### src/rtl/tpg_pkg.sv
package tpg_pkg;
    typedef enum logic [1:0] {
        ST_HELD  = 2'd0,
        ST_ARMED = 2'd1,
        ST_FAST  = 2'd2,
        ST_SLOW  = 2'd3
    } tpg_state_e;
endpackage

### src/rtl/tpg_edge.sv
module tpg_edge #(
    parameter int          W       = 2,
    parameter logic [W-1:0] RST_VAL = '0
) (
    input  logic         clk,
    input  logic         por_i,
    input  logic [W-1:0] lvl_i,
    output logic [W-1:0] rise_o,
    output logic [W-1:0] fall_o
);
    logic [W-1:0] lvl_q;

    for (genvar g = 0; g < W; g++) begin : g_bit
        always_ff @(posedge clk or posedge por_i) begin
            if (por_i) lvl_q[g] <= RST_VAL[g];
            else       lvl_q[g] <= lvl_i[g];
        end
        assign rise_o[g] = lvl_i[g] & ~lvl_q[g];
        assign fall_o[g] = ~lvl_i[g] & lvl_q[g];
    end
endmodule

### src/rtl/tpg_divider.sv
module tpg_divider #(
    parameter int DIV = 10240
) (
    input  logic clk,
    input  logic por_i,
    input  logic clr_i,
    input  logic tick_i,
    output logic wrap_o
);
    localparam int CW = (DIV > 2) ? $clog2(DIV) : 1;
    localparam logic [CW-1:0] LAST = CW'(DIV - 1);

    logic [CW-1:0] cnt_q;

    assign wrap_o = tick_i && (cnt_q == LAST);

    always_ff @(posedge clk or posedge por_i) begin
        if (por_i)        cnt_q <= '0;
        else if (clr_i)   cnt_q <= '0;
        else if (wrap_o)  cnt_q <= '0;
        else if (tick_i)  cnt_q <= cnt_q + 1'b1;
    end

    // the count never leaves its range
    assert_cnt_in_range_R7: assert property (@(posedge clk) disable iff (por_i)
        cnt_q <= LAST);
endmodule

### src/rtl/tpg_fsm.sv
module tpg_fsm
    import tpg_pkg::*;
(
    input  logic clk,
    input  logic por_i,
    input  logic tick_i,
    input  logic rate_i,
    input  logic wr_i,
    input  logic cs_rise_i,
    input  logic sck_fall_i,
    input  logic wrap_i,
    output logic div_clr_o,
    output logic pulse_o,
    output logic busy_o,
    output logic pon_o
);
    tpg_state_e state_q, state_d;
    logic       running, mismatch;

    assign running   = (state_q == ST_FAST) || (state_q == ST_SLOW);
    assign mismatch  = ((state_q == ST_FAST) && rate_i) ||
                       ((state_q == ST_SLOW) && !rate_i);
    assign div_clr_o = !running || mismatch || wr_i;

    always_ff @(posedge clk or posedge por_i) begin
        if (por_i) state_q <= ST_HELD;
        else       state_q <= state_d;
    end

    always_comb begin
        state_d = state_q;
        unique case (state_q)
            ST_HELD:  if (!wr_i && cs_rise_i) state_d = ST_ARMED;
            ST_ARMED: if (wr_i)               state_d = ST_HELD;
                      else if (sck_fall_i)    state_d = rate_i ? ST_SLOW : ST_FAST;
            ST_FAST:  if (wr_i)               state_d = ST_HELD;
                      else if (rate_i)        state_d = ST_SLOW;
            ST_SLOW:  if (wr_i)               state_d = ST_HELD;
                      else if (!rate_i)       state_d = ST_FAST;
            default:                          state_d = ST_HELD;
        endcase
    end

    always_ff @(posedge clk or posedge por_i) begin
        if (por_i) begin
            pulse_o <= 1'b0;
            busy_o  <= 1'b1;
            pon_o   <= 1'b1;
        end else begin
            busy_o <= (state_d == ST_HELD) || (state_d == ST_ARMED);
            if (wr_i) pon_o <= 1'b0;
            if (wr_i || mismatch) begin
                pulse_o <= 1'b0;
            end else begin
                unique case (state_q)
                    ST_HELD, ST_ARMED: pulse_o <= 1'b0;
                    ST_FAST:           if (tick_i) pulse_o <= ~pulse_o;
                    ST_SLOW:           if (tick_i) pulse_o <= wrap_i;
                    default:           pulse_o <= 1'b0;
                endcase
            end
        end
    end

    assert_pon_clear_by_write_R2: assert property (@(posedge clk) disable iff (por_i)
        $fell(pon_o) |-> $past(wr_i));
    assert_write_holds_R3: assert property (@(posedge clk) disable iff (por_i)
        wr_i |=> (busy_o && !pulse_o));
    assert_quiet_when_busy_R4: assert property (@(posedge clk) disable iff (por_i)
        busy_o |-> !pulse_o);
    assert_release_on_sck_R5: assert property (@(posedge clk) disable iff (por_i)
        $fell(busy_o) |-> ($past(sck_fall_i) && !$past(wr_i)));
    assert_edge_needs_tick_R6: assert property (@(posedge clk) disable iff (por_i)
        $rose(pulse_o) |-> $past(tick_i));
    assert_rate_change_low_R8: assert property (@(posedge clk) disable iff (por_i)
        mismatch |=> !pulse_o);
endmodule

### src/rtl/tick_pulse_gen.sv
module tick_pulse_gen #(
    parameter int SLOW_DIV = 10240
) (
    input  logic clk,
    input  logic por_i,
    input  logic ref_tick_i,
    input  logic rate_sel_i,
    input  logic sysrst_wr_i,
    input  logic cs_i,
    input  logic sck_i,
    output logic pulse_o,
    output logic init_busy_o,
    output logic pon_flag_o
);
    logic [1:0] lvl_rise, lvl_fall;
    logic       div_clr, div_wrap;

    // bit 1 = chip select (idle high after power-on), bit 0 = serial clock
    tpg_edge #(.W(2), .RST_VAL(2'b10)) u_edge (
        .clk    (clk),
        .por_i  (por_i),
        .lvl_i  ({cs_i, sck_i}),
        .rise_o (lvl_rise),
        .fall_o (lvl_fall)
    );

    tpg_divider #(.DIV(SLOW_DIV)) u_div (
        .clk    (clk),
        .por_i  (por_i),
        .clr_i  (div_clr),
        .tick_i (ref_tick_i),
        .wrap_o (div_wrap)
    );

    tpg_fsm u_fsm (
        .clk        (clk),
        .por_i      (por_i),
        .tick_i     (ref_tick_i),
        .rate_i     (rate_sel_i),
        .wr_i       (sysrst_wr_i),
        .cs_rise_i  (lvl_rise[1]),
        .sck_fall_i (lvl_fall[0]),
        .wrap_i     (div_wrap),
        .div_clr_o  (div_clr),
        .pulse_o    (pulse_o),
        .busy_o     (init_busy_o),
        .pon_o      (pon_flag_o)
    );
endmodule

### config.mk
export PLATFORM = sky130hd
export DESIGN_NAME = tick_pulse_gen
export DESIGN_NICKNAME = d
export VERILOG_FILES = /design/src/rtl/tpg_pkg.sv /design/src/rtl/tpg_edge.sv /design/src/rtl/tpg_divider.sv /design/src/rtl/tpg_fsm.sv /design/src/rtl/tick_pulse_gen.sv
export SDC_FILE = /design/constraint.sdc
export NUM_CORES = 1
export LEC_CHECK = 0
export BUFFER_PORTS_ARGS = -buffer_cell sky130_fd_sc_hd__buf_2
export CORE_ASPECT_RATIO = 1.1
export CORE_MARGIN = 5
export CORE_UTILIZATION = 49
export DETAILED_ROUTE_END_ITERATION = 6
export PLACE_DENSITY = 0.68
export SLEW_MARGIN = 0
export SYNTH_ARGS = -nofsm -noshare
export SYNTH_HDL_FRONTEND = slang
export SYNTH_HIERARCHICAL = 1
export SYNTH_SLANG_ARGS = --single-unit
### constraint.sdc
create_clock -name clk -period 2.1 [get_ports clk]
set_input_delay 0.21 -clock clk [delete_from_list [all_inputs] [get_ports clk]]
set_output_delay 0.21 -clock clk [all_outputs]
set_load 0.005 [all_outputs]
# Word level (Yosys, flattened, before mapping)

Index checks and enable logic that the tools add are counted.

Register bits: 21
Bits of input ports: 7
Logic and storage cells: 54

$add $sub $neg: 1
Equal/unequal tests: 7
Mux-type cells: 16
Bitwise operators: 5
Reductions and logical operators: 18

Operators with widths:

| cell                                          | count |
|---|---|
| two-way mux 14 bit                            | 3 |
| adder 14 x 1 -> 14 bit, second input constant | 1 |
| == test 14 bit, second input constant         | 1 |
| two-way mux 2 bit                             | 7 |
| case mux 2 bit (4 select lines)               | 1 |
| logical OR 1 bit                              | 6 |
| inequality test 3 bit, second input constant  | 2 |
| == test 2 x 1 -> 1 bit, second input constant | 2 |
| == test 2 bit, second input constant          | 2 |
| logical AND 1 bit                             | 4 |
| zero test 2 bit                               | 2 |
| two-way mux 1 bit                             | 4 |
| zero test 1 bit                               | 3 |
| NOT 1 bit                                     | 3 |
| case mux 1 bit (3 select lines)               | 1 |
| nonzero test 3 bit                            | 1 |
| AND 1 bit                                     | 2 |
| AND reduction 2 bit                           | 1 |
| OR reduction 2 bit                            | 1 |

# Longest topological paths before layout

Word-level depth: 7
Gate-level depth with buffers: 6
Gate-level depth less buffers: 6

# By module

The synthesis kept the hierarchy.

Modules (own cells, without submodules):

| module      | times used | cells an instance | area each (µm²) | seq. area each (µm²) |
|---|---|---|---|---|
| tpg_divider | 1          | 76                | 730.7           | 350.3 |
| tpg_fsm     | 1          | 20                | 230.2           | 127.6 |
| tpg_edge    | 1          | 7                 | 90.1            | 51.3 |

# Least setup slack after synthesis

OpenSTA, ideal clock, no wires.

Kind: reg-to-reg
Start: reg u_div.cnt_q[11]
End: reg u_div.cnt_q[1]
Data arrival time: 1442 ps
Required time: 1978 ps
Path slack: 537 ps
Cell stages (with the launch flop): 5
Clock period less this slack: 1563 ps
Cell sequence: dfrtp_1 -> or3b_4 -> o41ai_4 -> inv_2 -> a32o_1

Word-level cells in the longest chain between the ends: 4
Elaborated cells on any way between the ends: 5

Ends and longest elaborated chain:

| element                  | RTL line          | RTL |
|---|---|---|
| start: declaration       | tpg_divider.sv:13 | `logic [CW-1:0] cnt_q;` |
| start signal: assignment | tpg_divider.sv:21 | `else if (tick_i) cnt_q <= cnt_q + 1'b1;` |
| == test 14 bit *         | tpg_divider.sv:15 | `assign wrap_o = tick_i && (cnt_q == LAST);` |
| logical AND 1 bit *      | tpg_divider.sv:15 |  |
| two-way mux 14 bit       | tpg_divider.sv:20 | `else if (wrap_o) cnt_q <= '0;` |
| two-way mux 14 bit       | tpg_divider.sv:19 | `else if (clr_i) cnt_q <= '0;` |

Every way passes the cells marked *; elsewhere a longest branch is shown, timed or not.
A chain may end at the register's enable or synchronous reset.

# Worst setup path after layout

Start: reg u_fsm.state_q[0]
End: reg u_div.cnt_q[11]

Word-level cells in the longest chain between the ends: 6
Elaborated cells on any way between the ends: 11

Ends and longest elaborated chain:

| element                                                            | RTL line                                    | RTL |
|---|---|---|
| start: declaration                                                 | tpg_fsm.sv:17                               | `tpg_state_e state_q, state_d;` |
| start signal: assignment                                           | tpg_fsm.sv:27                               | `else state_q <= state_d;` |
| == test 2 bit (on tied branches)                                   | tpg_fsm.sv:20, tpg_fsm.sv:21, tpg_fsm.sv:22 |  |
| logical OR 1 bit, or another cell as far along                     | tpg_fsm.sv:20                               | `assign running = (state_q == ST_FAST) \|\| (state_q == ST_SLOW);` |
| zero test 1 bit or logical OR 1 bit (tied branches)                | tpg_fsm.sv:23, tpg_fsm.sv:21                |  |
| logical OR 1 bit * (2 in series)                                   | tpg_fsm.sv:23                               | `assign div_clr_o = !running \|\| mismatch \|\| wr_i;` |
| via div_clr                                                        | tick_pulse_gen.sv:16                        | `logic div_clr, div_wrap;` |
| nonzero test 3 bit (no line) or two-way mux 14 bit (tied branches) | -                                           |  |

The timed path passes the listed nets; every way through them passes the cells marked *.

==> results.yml <==
power:
  p_total_mw: 0.639
  powerDensity_nw_per_um2: 550
  ir_drop_v: 0.000473
  leakage_nw: 0.471
global_route:
  antenna_found_initial: 0
  grt_usage: 0.138
  grt_max_degree: 15
  gr-total-overflow: 0
  grt_pass1_wl_mm: 3.13
  grt_pass1_vias: 736
die:
  die_y_um: 58.2
  rows: 17
  pin_count: 10
  dieArea_sq_um: 3130
  dieWidth_um: 53.8
  initial_core_util: 0.511
  core_sq_um: 2020
critical_path:
  critPathMostFrequentCell: "xnor2_1"
  worstPathRequired_ps: 2300
  worstSetupPathType: "reg2reg"
  crit_arrival_ps: 1980
  critical_path.cell_chain: "xnor2_1 > nand3b_1 > o211ai_1 > nor4_1 > xnor2_1 > nor2_1"
  critPathLaunchType: "register"
  path_max_fanout: 7
  cpMaxStageDelayCell: "o211ai_1"
  end_kind: "register"
  max_stage_delay_ps: 520
route:
  wl_mm: 1.81
  wl_per_cell_um: 12.6
  via_count: 729
  firstDrtPassIters: 4
  drtAntennaViolNets: 0
  drt-initial-drc-count: 10
  viasPerCell: 5.06
  drc_errors: 0
sta:
  fmax_mhz: 560
  fin_crit_sh: 0.850
  maxSlewViolCount: 0
  period_needed_ps: 1790
  rsz0062_at_grt: "no"
  setup_ws_ps: 314
  relSlewSlack: 0.633
  skew_ps: 2.76
  hold_viol: 0
  worst_pin_slew_ps: 548
  fin_tns_setup_ps: 0
  setup_viol: 0
finish:
  syn2layout_area_growth_pct: 12.5
  final_cells: 144
  diodes: 0
  design_area_sq_um: 1160
  drive_gt1_frac: 0.241
  num-fill-cells: 193
  nNetsFinal: 125
clock_network:
  clk_pin_slew_ps: 110
  cts_post_setup_buffers_inserted: 0
  cts_root_buf: "clkbuf_4"
  cts_made_buffers: 3
  cts_sinks: 21
  cts.path.max_buffers: 2
  cts_resized: 0
  h-tree-depth: 1
  cts_tree: "done"
  insertion_delay_ps: 290
placed_design:
  numPortBuffers: 9
  dp_slack_ps: 319
  globalplace.congestion: 0.758
  place_hpwl_mm: 1.42
  placed_cells: 138
  post_dp_cell_area_sq_um: 1120
synthesis:
  synth_area_sq_um: 1030
  synthCells: 101
  ys.warnings.count: 6
  avgSynthCellArea_sq_um: 10.2
  syn_nets: 109
status:
  status: "finished, final reports clean"
job:
  cap_violations: 0
worst_hold_path:
  hp-class: "in2reg"
## per-stage QoR
step | hold slack [ps] | util
after CTS | 9.22 | 0.575
after global placement | 79.8 | 0.552
after global routing | 13.2 | 0.575
final | 23.7 | 0.575
after floorplan | -49.5 | -
after detailed placement | 81.8 | 0.552
## sequential cells by signal (all words and copies together) (netlist names)
signal,flops
u_fsm/pulse_o,1
u_edge/lvl_q,2
u_div/cnt_q,14
u_fsm/busy_o,1
u_fsm/state_q,2
u_fsm/pon_o,1
## critical path: cells and delay by family (launching register included)
family          cells  cell delay (ps)
flops               1              440
compound gates      1              520
xor+xnor            2              340
simple gates        3              390
## routing by layer
| metal | share of wire | track usage | vias up | wire length (um) |
|---|---|---|---|---|
| met1 | 0.42 | 0.161 | 346 | 757 |
| met5 | 0 | 0 | - | 0 |
| met2 | 0.53 | 0.234 | 11 | 969 |
| met4 | 0.0088 | 0.0657 | 0 | 16 |
| met3 | 0.039 | 0.0308 | 2 | 70 |
| li1 | - | - | 370 | - |
## area by class of cell
class / count / area (sq um) / share of cell area
clock buffers: 4 / 26.3 / 0.0226
inverters: 10 / 37.5 / 0.0323
multi-input cells: 68 / 454 / 0.391
flip-flops and latches: 21 / 529 / 0.455
well taps: 28 / 35.0 / 0.0301
repair buffers: 13 / 80.1 / 0.0689
## repair_timing
item,in CTS,in global routing
endpoints found under the hold margin,20,0
setup endpoints to repair,0,0
hold buffers,2,0
## final timing paths
| check | startpoint | to | slack (ps) | cells past startpoint |
|---|---|---|---|---|
| min in group asynchronous | por_i | u_edge/lvl_q[0] | 300 | 3 |
| worst min register to register | u_fsm/pon_o | u_fsm/pon_o | 490 | 1 |
| worst min-delay path | sck_i | u_edge/lvl_q[0] | 20 | 1 |
| worst max-delay path | u_fsm/state_q[0] | u_div/cnt_q[11] | 310 | 6 |
| max in group asynchronous | por_i | u_div/cnt_q[6] | 1250 | 3 |
| worst max register to register | u_fsm/state_q[0] | u_div/cnt_q[11] | 310 | 6 |
## power breakdown
group / total [mW] / internal [mW] / switching, mW / leakage [nW]
Clock: 0.185 / 0.0739 / 0.111 / 0.0150
Combinational: 0.0396 / 0.0183 / 0.0213 / 0.177
Sequential: 0.415 / 0.411 / 0.00374 / 0.280
Total: 0.639 / 0.503 / 0.136 / 0.471
## layout by cell type, fill, tap and decap left out, types with 2 or more instances in the layout
cell	count
a21oi_2	2
a21oi_1	3
nor2_1	13
o21ai_0	3
or3_1	3
inv_2	2
and2b_2	2
nor3_1	5
clkbuf_4	3
buf_4	2
buf_2	9
nand3_1	2
nand2_1	3
xnor2_1	10
dlygate4sd3_1	2
dfstp_2	3
dfrtp_1	18
nor4_1	5
nand4_1	3
inv_1	8
Note: power is estimated with default switching activity, not from simulation.
